==> src/rtl/mesi_snoop_pkg.sv <==
package mesi_snoop_pkg;

    typedef enum logic [1:0] {
        MESI_I = 2'd0,
        MESI_S = 2'd1,
        MESI_E = 2'd2,
        MESI_M = 2'd3
    } mesi_t;

    typedef enum logic [1:0] {
        FSM_IDLE  = 2'd0,
        FSM_COPY  = 2'd1,
        FSM_EVICT = 2'd2
    } fsm_t;

    localparam int TT_W = 4;

    localparam logic [2:0] OPC_CLEAN  = 3'd0;
    localparam logic [2:0] OPC_FLUSH  = 3'd1;
    localparam logic [2:0] OPC_WFLUSH = 3'd2;
    localparam logic [2:0] OPC_KILL   = 3'd3;

endpackage

==> src/rtl/snoop_tag_array.sv <==
module snoop_tag_array
    import mesi_snoop_pkg::*;
#(
    parameter int IDX_W = 4,
    parameter int TAG_W = 23
) (
    input  logic             clk,
    input  logic             rst_n,
    input  logic [IDX_W-1:0] rd_idx_a,
    output logic [TAG_W-1:0] rd_tag_a,
    output mesi_t            rd_state_a,
    input  logic [IDX_W-1:0] rd_idx_b,
    output logic [TAG_W-1:0] rd_tag_b,
    output mesi_t            rd_state_b,
    input  logic             upd_en,
    input  logic [IDX_W-1:0] upd_idx,
    input  mesi_t            upd_state,
    input  logic             fill_en,
    input  logic [IDX_W-1:0] fill_idx,
    input  logic [TAG_W-1:0] fill_tag,
    input  mesi_t            fill_state
);
    localparam int DEPTH = 1 << IDX_W;

    logic [TAG_W-1:0] tag_w   [DEPTH];
    mesi_t            state_w [DEPTH];

    for (genvar g = 0; g < DEPTH; g++) begin : g_line
        logic [TAG_W-1:0] tag_q;
        mesi_t            st_q;
        logic             upd_hit;
        logic             fill_hit;

        assign upd_hit  = upd_en  && (upd_idx  == IDX_W'(g));
        assign fill_hit = fill_en && (fill_idx == IDX_W'(g));

        always_ff @(posedge clk) begin
            if (!rst_n) begin
                tag_q <= '0;
                st_q  <= MESI_I;
            end else if (upd_hit) begin
                st_q <= upd_state;
            end else if (fill_hit) begin
                st_q  <= fill_state;
                tag_q <= fill_tag;
            end
        end

        assign tag_w[g]   = tag_q;
        assign state_w[g] = st_q;
    end

    assign rd_tag_a   = tag_w[rd_idx_a];
    assign rd_state_a = state_w[rd_idx_a];
    assign rd_tag_b   = tag_w[rd_idx_b];
    assign rd_state_b = state_w[rd_idx_b];

endmodule

==> src/rtl/snoop_decide.sv <==
module snoop_decide
    import mesi_snoop_pkg::*;
(
    input  logic [2:0] op,
    input  logic       hit,
    input  mesi_t      line_state,
    output logic       upd_en,
    output mesi_t      upd_state,
    output logic       go_copy,
    output logic       go_evict,
    output logic       rsp_retry,
    output logic       rsp_shared,
    output logic       is_wflush
);
    always_comb begin
        upd_en     = 1'b0;
        upd_state  = MESI_I;
        go_copy    = 1'b0;
        go_evict   = 1'b0;
        rsp_retry  = 1'b0;
        rsp_shared = 1'b0;
        is_wflush  = 1'b0;
        unique case (op)
            OPC_CLEAN: begin
                if (hit && line_state == MESI_M) begin
                    go_copy = 1'b1;
                end
            end
            OPC_FLUSH, OPC_WFLUSH: begin
                is_wflush = (op == OPC_WFLUSH);
                if (hit) begin
                    if (line_state == MESI_M) begin
                        go_evict   = 1'b1;
                        rsp_retry  = 1'b1;
                        rsp_shared = 1'b1;
                    end else begin
                        upd_en = 1'b1;
                    end
                end
            end
            OPC_KILL: begin
                upd_en = hit;
            end
            default: begin
                upd_en = 1'b0;
            end
        endcase
    end

endmodule

==> src/rtl/snoop_resv.sv <==
module snoop_resv #(
    parameter int LINE_W = 27
) (
    input  logic              clk,
    input  logic              rst_n,
    input  logic              set,
    input  logic [LINE_W-1:0] set_line,
    input  logic              wr_chk,
    input  logic [LINE_W-1:0] wr_line,
    output logic              valid,
    output logic [LINE_W-1:0] line
);
    logic              valid_q;
    logic [LINE_W-1:0] line_q;

    always_ff @(posedge clk) begin
        if (!rst_n) begin
            valid_q <= 1'b0;
            line_q  <= '0;
        end else if (set) begin
            valid_q <= 1'b1;
            line_q  <= set_line;
        end else if (wr_chk && valid_q && wr_line == line_q) begin
            valid_q <= 1'b0;
        end
    end

    assign valid = valid_q;
    assign line  = line_q;

endmodule

==> src/rtl/mesi_snoop_ctrl.sv <==
module mesi_snoop_ctrl
    import mesi_snoop_pkg::*;
#(
    parameter int ADDR_W = 32,
    parameter int IDX_W  = 4,
    parameter int OFF_W  = 5
) (
    input  logic              clk,
    input  logic              rst_n,
    input  logic              snp_valid,
    input  logic              snp_global,
    input  logic [TT_W-1:0]   snp_tt,
    input  logic [ADDR_W-1:0] snp_addr,
    input  logic              snp_busy,
    output logic              snp_retry,
    output logic              snp_shared,
    output logic              push_req,
    output logic [IDX_W-1:0]  push_idx,
    output logic              push_flush,
    input  logic              push_ack,
    input  logic              fill_valid,
    input  logic [ADDR_W-1:0] fill_addr,
    input  logic [1:0]        fill_state,
    input  logic              resv_set,
    input  logic [ADDR_W-1:0] resv_addr,
    output logic              resv_valid,
    input  logic [ADDR_W-1:0] probe_addr,
    output logic [1:0]        probe_state
);
    localparam int TAG_W  = ADDR_W - IDX_W - OFF_W;
    localparam int LINE_W = ADDR_W - OFF_W;

    fsm_t             fsm_q, fsm_d;
    logic [IDX_W-1:0] pend_idx_q;
    logic             retry_q, shared_q;

    logic [IDX_W-1:0] snp_idx;
    logic [TAG_W-1:0] snp_tag;
    logic [TAG_W-1:0] a_tag, b_tag;
    mesi_t            a_state, b_state;
    logic             qual, busy_int, accept, hit;

    logic             dec_upd, dec_copy, dec_evict, dec_retry, dec_shared, dec_wflush;
    mesi_t            dec_state;

    logic             arr_upd_en;
    logic [IDX_W-1:0] arr_upd_idx;
    mesi_t            arr_upd_state;
    logic [LINE_W-1:0] resv_line_q;

    assign snp_idx  = snp_addr[OFF_W +: IDX_W];
    assign snp_tag  = snp_addr[ADDR_W-1 -: TAG_W];
    assign qual     = snp_valid && snp_global;
    assign busy_int = snp_busy || (fsm_q != FSM_IDLE);
    assign accept   = qual && !busy_int;
    assign hit      = (a_tag == snp_tag) && (a_state != MESI_I);

    snoop_tag_array #(
        .IDX_W (IDX_W),
        .TAG_W (TAG_W)
    ) u_array (
        .clk        (clk),
        .rst_n      (rst_n),
        .rd_idx_a   (snp_idx),
        .rd_tag_a   (a_tag),
        .rd_state_a (a_state),
        .rd_idx_b   (probe_addr[OFF_W +: IDX_W]),
        .rd_tag_b   (b_tag),
        .rd_state_b (b_state),
        .upd_en     (arr_upd_en),
        .upd_idx    (arr_upd_idx),
        .upd_state  (arr_upd_state),
        .fill_en    (fill_valid),
        .fill_idx   (fill_addr[OFF_W +: IDX_W]),
        .fill_tag   (fill_addr[ADDR_W-1 -: TAG_W]),
        .fill_state (mesi_t'(fill_state))
    );

    snoop_decide u_decide (
        .op         (snp_tt[TT_W-1:1]),
        .hit        (hit),
        .line_state (a_state),
        .upd_en     (dec_upd),
        .upd_state  (dec_state),
        .go_copy    (dec_copy),
        .go_evict   (dec_evict),
        .rsp_retry  (dec_retry),
        .rsp_shared (dec_shared),
        .is_wflush  (dec_wflush)
    );

    snoop_resv #(
        .LINE_W (LINE_W)
    ) u_resv (
        .clk      (clk),
        .rst_n    (rst_n),
        .set      (resv_set),
        .set_line (resv_addr[ADDR_W-1:OFF_W]),
        .wr_chk   (accept && dec_wflush),
        .wr_line  (snp_addr[ADDR_W-1:OFF_W]),
        .valid    (resv_valid),
        .line     (resv_line_q)
    );

    // Next-state logic
    always_comb begin
        fsm_d = fsm_q;
        unique case (fsm_q)
            FSM_IDLE: begin
                if (accept && dec_copy) begin
                    fsm_d = FSM_COPY;
                end else if (accept && dec_evict) begin
                    fsm_d = FSM_EVICT;
                end
            end
            FSM_COPY, FSM_EVICT: begin
                if (push_ack) begin
                    fsm_d = FSM_IDLE;
                end
            end
            default: fsm_d = FSM_IDLE;
        endcase
    end

    // State register
    always_ff @(posedge clk) begin
        if (!rst_n) begin
            fsm_q      <= FSM_IDLE;
            pend_idx_q <= '0;
        end else begin
            fsm_q <= fsm_d;
            if (fsm_q == FSM_IDLE && fsm_d != FSM_IDLE) begin
                pend_idx_q <= snp_idx;
            end
        end
    end

    // Array write: immediate snoop update in idle, commit on acknowledge
    always_comb begin
        arr_upd_en    = 1'b0;
        arr_upd_idx   = snp_idx;
        arr_upd_state = dec_state;
        unique case (fsm_q)
            FSM_IDLE: begin
                arr_upd_en = accept && dec_upd;
            end
            FSM_COPY: begin
                arr_upd_en    = push_ack;
                arr_upd_idx   = pend_idx_q;
                arr_upd_state = MESI_E;
            end
            FSM_EVICT: begin
                arr_upd_en    = push_ack;
                arr_upd_idx   = pend_idx_q;
                arr_upd_state = MESI_I;
            end
            default: arr_upd_en = 1'b0;
        endcase
    end

    // Output process
    always_ff @(posedge clk) begin
        if (!rst_n) begin
            retry_q  <= 1'b0;
            shared_q <= 1'b0;
        end else begin
            retry_q  <= qual && (busy_int || dec_retry);
            shared_q <= accept && dec_shared;
        end
    end

    assign snp_retry   = retry_q;
    assign snp_shared  = shared_q;
    assign push_req    = (fsm_q != FSM_IDLE);
    assign push_flush  = (fsm_q == FSM_EVICT);
    assign push_idx    = pend_idx_q;
    assign probe_state = (b_tag == probe_addr[ADDR_W-1 -: TAG_W]) ? b_state : MESI_I;

endmodule

==> config.mk <==
export PLATFORM = sky130hd
export DESIGN_NAME = mesi_snoop_ctrl
export DESIGN_NICKNAME = d
export VERILOG_FILES = /design/src/rtl/mesi_snoop_pkg.sv /design/src/rtl/snoop_tag_array.sv /design/src/rtl/snoop_decide.sv /design/src/rtl/snoop_resv.sv /design/src/rtl/mesi_snoop_ctrl.sv
export SDC_FILE = /design/constraint.sdc
export NUM_CORES = 1
export LEC_CHECK = 0
export ABC_CLOCK_PERIOD_IN_PS = 5400
export BUFFER_PORTS_ARGS = -buffer_cell sky130_fd_sc_hd__buf_2
export CAP_MARGIN = 20
export CELL_PAD_IN_SITES_DETAIL_PLACEMENT = 1
export CELL_PAD_IN_SITES_GLOBAL_PLACEMENT = 1
export CORE_ASPECT_RATIO = 1.4
export CORE_MARGIN = 2
export CORE_UTILIZATION = 48
export CTS_CLUSTER_DIAMETER = 30
export DETAILED_ROUTE_END_ITERATION = 12
export GPL_ROUTABILITY_DRIVEN = 0
export GPL_TIMING_DRIVEN = 0
export PLACE_DENSITY_LB_ADDON = 0.1
export SETUP_SLACK_MARGIN = 0.5
export SLEW_MARGIN = 20
export SYNTH_ARGS = -nofsm -noshare
export SYNTH_HDL_FRONTEND = slang
export SYNTH_HIERARCHICAL = 1
export SYNTH_SLANG_ARGS = --single-unit
==> constraint.sdc <==
create_clock -name clk -period 5.4 [get_ports clk]
set_clock_uncertainty 0.05 [all_clocks]
set_input_delay 0.54 -clock clk [delete_from_list [all_inputs] [get_ports clk]]
set_output_delay 0.54 -clock clk [all_outputs]
set_load 0.02 [all_outputs]
==> impl_metrics.tcl, run 1 <==
set metrics [dict create \
    status "complete, no violations" \
    rsz0062_at_grt "false" \
    rows 96 \
    period_minus_slack_ns 4.90 \
    start_util 0.486 \
    synth.area.top_cells "dfxtp_1 37%, mux4_2 19%, nand2_1 13%, a21boi_1 10%, a22oi_1 3.2%" \
    synthXorXnorAreaFrac 0.0271 \
    yosys.area_share.adder 0.00210 \
    synthArstFlopShare 0 \
    final_common_cell "nand2_1" \
    fp.dieW_um 193 \
    dieArea_um2 51600 \
    ys_ff_latch 436 \
    core-area_um2 49100 \
    hold_ws_ns 0.111 \
    clkLatencyLatePin_ns 0.65 \
    pin_count 153 \
    hold_class "in -> reg" \
    critPathKind "in -> reg" \
    worst_hold_startpoint "resv_addr[10]" \
    drtPass1Iterations 5 \
    synth_top_area_share 0.365 \
    cts_tree "built" \
    synth-edff-count 0 \
    combPwrFrac 0.081 \
    cp-end-kind "register" \
    fin_tns_setup_ns 0 \
    p_per_area_nw_per_um2 344 \
    clk_path_buf_depth 3 \
    dp.cells 3298 \
    drtAntennaViolNets 0 \
    overflow 0 \
    ys_seq_area_frac 0.365 \
    peakVddDrop_mv 0.216 \
    rr_worst_depth 17 \
    slowest_delay_ns 0.48 \
    antenna_found_initial 1 \
    crit_chain "buf_2, buf_8, buf_8, buf_6, mux4_2, a22oi_2, nand2_2, xor2_1, nor4_1, nand4_1, nor3_4, nand2b_4, o22ai_2, a22oi_1, nor2_4, or3b_4, o311ai_4, buf_4, buf_4, nand2_1, a21boi_1" \
    clock_sinks 436 \
    post-route-period-util 0.908 \
    synth_top_family_by_area "multiplexers" \
    synth.avg_cell_area_um2 9.35 \
    hold_viol 0 \
    area_delta_synth_final_pct 22.2 \
    layout-drive-gt1-share 0.239 \
    register_area_um2 8730 \
    drcViolationCount 0 \
    drv_cap 0 \
    fp.dieH_um 268 \
    portBuffers 106 \
    netlist_instances 2554 \
    p_sw_mw 2.52 \
    critPathBufInv 6 \
    grt_pass1_vias 23900 \
    grt_first_pass_wirelength_um 149000 \
    cts_buffers 92 \
    r2r-end "u_array/g_line[0].tag_q[14]" \
    finalNonFillerCells 3507 \
    routed_wl_um 102000 \
    worstMarginPinSlew_ns 1.10 \
    fin_nets 2938 \
    grt_max_degree 17 \
    internal_power_mw 7.51 \
    dr_total_vias 22500 \
    p_seq_frac 0.331 \
    critPathRequiredTime_ns 5.92 \
    worstPathArrival_ns 5.42 \
    mostFrequentLayoutCells "823 x nand2_1, 436 x dfxtp_1, 328 x a21boi_1" \
    diodes 0 \
    multi_input_area_um2 14300 \
    rr_startpoint "u_array/g_line[3].tag_q[7]" \
    setup_viol 0 \
    ys.flop_type "dfxtp_1" \
    holdPathStages 3 \
    p_leak_nw 10.6 \
    yosysWarnings 6 \
    synth-simple-area-share 0.160 \
    cts.htree.levels 3 \
    cp_slowest_cell "or3b_4" \
    regToRegSetupSlack_ns 0.72 \
    cp_top_family "simple AND/OR/NAND/NOR gates" \
    vias_per_cell 6.42 \
    maxSlewHeadroom 0.265 \
    fillerInstances 5469 \
    clkTransAtPathRegs_ns 0.05 \
    drtIter0Drc 1848 \
    fmax_ghz 0.204 \
    syn_area_um2 23900 \
    cts_hold_buffers 0 \
    post_drt_wl_per_cell_um 29.1 \
    synth_compound_area_frac 0.182 \
    synth_mux_area_frac 0.217 \
    whs_endpoint "u_resv/line[5]" \
    synth_top_area_cell "dfxtp_1" \
    worstPathMaxFanout 10 \
    cts_root_buf "clkbuf_16" \
    sw_frac_of_total 0.251 \
    startpoint_type "primary input" \
    dp_hpwl_um 72300 \
    pwr-share-clk 0.588 \
    slew_violations 0 \
    gr-usage-all-layers 0.397 \
    yosysUniqueCellTypes 54 \
]
-- stage by stage --
step	util	cell area (um2)	setup slack, ns	power [mW]
6_report	0.594	29200	0.496	10.0
5_1_grt	0.594	29200	0.414	10.3
4_1_cts	0.589	28900	0.501	10.1
3_5_place_dp	0.513	25200	-2.22	4.13
3_3_place_gp	0.513	25200	-2.15	4.11
2_1_floorplan	-	23900	0.733	3.83
-- power groups by stage --
stage               clock network [mW]  logic, mW  registers [mW]
floorplan                            0      0.462            3.36
global placement                     0      0.736            3.37
detailed placement                   0      0.753            3.38
CTS                               5.95      0.780            3.32
global route                      6.12      0.847            3.32
finish                            5.89      0.816            3.32
-- registers in the layout (all words and copies together), names as in the netlist --
register,flops
fsm_q,2
u_resv/valid,1
snp_shared,1
push_idx,4
snp_retry,1
u_resv/line,27
u_array/g_line.st_q,32
u_array/g_line.tag_q,368
-- cells by family after synthesis --
kind of cell	count (synthesis)
AND/OR/NAND/NOR	938
AO/OA/AOI/OAI	578
flip-flops	436
multiplexers	268
buffers and inverters	255
XOR/XNOR	74
adder cells (fa/ha/maj)	4
other	1
-- how the worst max path moves through the flow --
stage                     slack [ns]  cells past startpoint                          end   startpoint
final                           0.50                     21  u_array/g_line[0].tag_q[14]  snp_addr[6]
after global routing            0.41                     22   u_array/g_line[1].tag_q[5]  snp_addr[6]
after CTS                       0.50                     21  u_array/g_line[4].tag_q[17]  snp_addr[6]
after detailed placement       -2.22                     20  u_array/g_line[1].tag_q[21]  snp_addr[5]
after global placement         -2.15                     20   u_array/g_line[1].tag_q[5]  snp_addr[5]
after floorplan                 0.73                     20  u_array/g_line[5].tag_q[10]  snp_addr[6]
-- synth_stat cells (2+ instances only) --
| cell type | n |
|---|---|
| nand2_1 | 830 |
| dfxtp_1 | 436 |
| a21boi_1 | 328 |
| mux4_2 | 200 |
| clkbuf_1 | 162 |
| a22oi_1 | 101 |
| buf_2 | 72 |
| mux2i_1 | 63 |
| a21boi_0 | 40 |
| nor2b_1 | 40 |
| xor2_1 | 39 |
| a21oi_1 | 35 |
| o21ai_0 | 35 |
| xnor2_1 | 35 |
| a211oi_2 | 12 |
| o211ai_1 | 12 |
| nor4_1 | 11 |
| nand4_1 | 10 |
| buf_1 | 9 |
| nor3_1 | 6 |
| inv_1 | 5 |
| mux2_2 | 5 |
| nand2b_1 | 5 |
| nand3b_1 | 5 |
| nor2_1 | 5 |
| a2111oi_4 | 4 |
| and2_1 | 4 |
| and3_1 | 4 |
| and3b_1 | 4 |
| buf_4 | 4 |
| ha_1 | 4 |
| a211o_1 | 2 |
| and3b_2 | 2 |
| buf_8 | 2 |
| nand3_1 | 2 |
| nor3b_2 | 2 |
| or3b_1 | 2 |
-- worst register-to-register path, cell delays in order, from the launching register on --
cell and delay (ns):
dfxtp_1 0.32, mux4_2 0.52, a22oi_2 0.35, nand2_2 0.20, xor2_1 0.19, nor4_1 0.29
nand4_1 0.24, nor3_4 0.33, nand2b_4 0.09, o22ai_2 0.18, a22oi_1 0.13, nor2_4 0.27
or3b_4 0.49, o311ai_4 0.27, buf_4 0.21, buf_4 0.20, nand2_1 0.09, a21boi_1 0.18
-- final cells by class --
| class | instances | area share |
|---|---|---|
| Multi-Input combinational cell | 1864 | 0.489 |
| Tap cell | 637 | 0.0273 |
| Sequential cell | 436 | 0.299 |
| Buffer | 250 | 0.0453 |
| Clock buffer | 116 | 0.0851 |
| Clock inverter | 56 | 0.0258 |
| Timing Repair Buffer | 143 | 0.0281 |
| Inverter | 5 | 0.000643 |
-- metal layers --
metal  vias up  GRT usage  wire, um
met5         -          0        13
met4         2      0.347     10500
met3       476     0.0727      7550
met2      1205      0.651     48300
met1     11300      0.442     35900
li1       9497          -         -
-- repair_timing --
item / CTS / global route
pin swaps: 15 / 12
hold endpoints to repair: 0 / 0
gates resized for setup: 86 / 72
setup endpoints to repair: 410 / 333
gates cloned: 0 / 0
buffers inserted: 31 / 6
(Power assumes the default switching activity.)
==> run 2, diff against run 1 <==
--- a/config.mk
+++ b/config.mk
@@ -12,7 +12,7 @@
 export CELL_PAD_IN_SITES_GLOBAL_PLACEMENT = 1
 export CORE_ASPECT_RATIO = 1.4
 export CORE_MARGIN = 2
-export CORE_UTILIZATION = 48
+export CORE_UTILIZATION = 50
 export CTS_CLUSTER_DIAMETER = 30
 export DETAILED_ROUTE_END_ITERATION = 12
 export GPL_ROUTABILITY_DRIVEN = 0
@@ -22,5 +22,4 @@
 export SLEW_MARGIN = 20
 export SYNTH_ARGS = -nofsm -noshare
 export SYNTH_HDL_FRONTEND = slang
-export SYNTH_HIERARCHICAL = 1
 export SYNTH_SLANG_ARGS = --single-unit
==> run 2 against run 1 <==
  * Sequential power hardly changed
  * Largest power group unchanged
  * Fmax is 1.9% lower
  * Via count is 4.9% lower
  * Combinational power is 14% higher
  * Flip-flop and latch count stayed put
==> impl_metrics.tcl, run 2 <==
set metrics [dict create \
    synthArstFlopShare 0 \
    cts_buffers 89 \
    rr_worst_depth 12 \
    syn_area_um2 24200 \
    cts.htree.levels 3 \
    startpoint_type "primary input" \
    cts_root_buf "clkbuf_16" \
    portBuffers 120 \
    rsz0062_at_grt "false" \
    critPathRequiredTime_ns 4.81 \
    dieArea_um2 50100 \
    gr-usage-all-layers 0.448 \
    p_leak_nw 11.6 \
    worstPathMaxFanout 10 \
    period_minus_slack_ns 5.00 \
    synth_fp_nets 2343 \
    drtAntennaViolNets 0 \
    slew_violations 0 \
    hold_viol 0 \
    mostFrequentLayoutCells "481 x mux2i_1, 436 x dfxtp_1, 432 x nand2_1" \
    largest_register_ffs 368 \
    core-area_um2 47900 \
    synth_top_area_cell "dfxtp_1" \
    ys_ff_latch 436 \
    clock_sinks 436 \
    synth_top_area_share 0.361 \
    antenna_found_initial 3 \
    setup_viol 0 \
    holdPathStages 3 \
    hold_ws_ns 0.117 \
    drcViolationCount 0 \
    clkLatencyLatePin_ns 0.65 \
    synth_top_cells_by_count "482 x mux2i_1, 436 x dfxtp_1, 432 x nand2_1, 193 x mux4_2, 105 x clkbuf_1" \
    maxSlewHeadroom 0.129 \
    post-route-period-util 0.926 \
    drtIter0Drc 2144 \
    area_delta_synth_final_pct 18.9 \
    cp-end-kind "primary output" \
    cts_hold_buffers 0 \
    p_per_area_nw_per_um2 345 \
    rr_startpoint "u_array.g_line[7].tag_q[2]" \
    place_ws_ns -0.0598 \
    clk_path_buf_depth 3 \
    cts_tree "built" \
    routed_wl_um 113000 \
    fin_tns_setup_ns 0 \
    worst_hold_startpoint "resv_addr[28]" \
    synth-edff-count 0 \
    ys_seq_area_frac 0.361 \
    setup_ws_ns 0.399 \
    grt_pass1_vias 22700 \
    top_register "u_array.g_line.tag_q" \
    ys.flop_type "dfxtp_1" \
    start_util 0.504 \
    status "complete, no violations" \
    register_area_um2 8730 \
    drv_cap 0 \
    fp.dieW_um 190 \
    dr_total_vias 21400 \
    grt_max_degree 13 \
    drtPass1Iterations 5 \
    vias_per_cell 6.87 \
    yosysWarnings 0 \
    synth.area.top_cells "dfxtp_1 36%, mux2i_1 20%, mux4_2 18%, nand2_1 6.7%, xnor2_1 1.8%" \
    multi_input_area_um2 14400 \
    hold_class "in -> reg" \
    fin_nets 2557 \
    clkTransAtPathRegs_ns 0.05 \
    fp.dieH_um 264 \
    worstMarginPinSlew_ns 1.31 \
    crit_start "probe_addr[6]" \
    synth.most_common_cell "mux2i_1" \
    rows 95 \
    post_drt_wl_per_cell_um 36.2 \
    yosysUniqueCellTypes 75 \
    netlist_instances 2197 \
    dp_hpwl_um 76300 \
    overflow 0 \
    grt_first_pass_wirelength_um 159000 \
    fillerInstances 5075 \
    worstPathArrival_ns 4.41 \
    fmax_ghz 0.200 \
    critPathKind "in -> out" \
    synth.avg_cell_area_um2 11.0 \
    final_common_cell "mux2i_1" \
    postCtsSetupRepairBufs 0 \
    pin_count 153 \
    layout-drive-gt1-share 0.259 \
    peakVddDrop_mv 0.336 \
]
run 2: path summary, 6_finish.rpt:
check / end / slack, ns
max: probe_state[0] / 0.40
min: u_resv.line[23] / 0.12
max reg2reg: u_array.g_line[12].tag_q[18] / 0.69
min reg2reg: u_array.g_line[0].tag_q[9] / 0.43
run 2: routing by layer:
layer / vias to the layer above / global-route usage / part of all wire
met1: 10800 / 0.497 / 0.34
met4: 0 / 0.399 / 0.10
li1: 8486 / - / -
met2: 1596 / 0.696 / 0.45
met5: - / 0 / 0
met3: 560 / 0.132 / 0.11
run 2: repair_timing:
| item | 4_1_cts | 5_1_grt |
|---|---|---|
| endpoints found under the setup margin | 2 | 174 |
| pin swaps | 0 | 2 |
| resized for setup | 9 | 19 |
run 2: through the flow:
stage                util  instances  cell area, um2  total power [mW]
global route        0.600       3115           28700              10.0
global placement    0.533       2947           25500              4.23
finish              0.600       3115           28700              9.91
CTS                 0.599       3114           28700              9.83
detailed placement  0.535       2950           25600              4.25
floorplan               -       2197           24200              3.85
run 2: worst max-delay path: stages:
cell and delay (ns):
clkbuf_1 0.56, buf_2 0.63, mux4_2 0.64, xnor2_1 0.36, nand4_1 0.44, nor4_2 0.58, nand3_1 0.30, nor2b_1 0.18
buf_2 0.18
run 2: area by class of cell:
cell class | instances | share of cell area
antenna | 1 | 0.0000871
buffer | 188 | 0.0383
clock buffer | 103 | 0.0826
clock inverter | 61 | 0.0234
inverter | 13 | 0.00170
multi-input combinational | 1560 | 0.500
sequential | 436 | 0.304
tap | 630 | 0.0274
timing repair buffer | 123 | 0.0221
run 2: where the power goes:
group	switching, mW	internal [mW]	total (mW)
registers	0.0425	3.27	3.32
clock network	2.08	3.58	5.66
logic	0.632	0.298	0.930
run 2: cell families after synthesis:
kind of cell    after synthesis  share of synthesized area
flops                       436                      0.361
fa+ha+maj                     4                    0.00207
mux                         718                      0.402
compound gates              138                     0.0449
xor+xnor                     77                     0.0279
simple gates                623                      0.117
buf+inv                     201                     0.0450
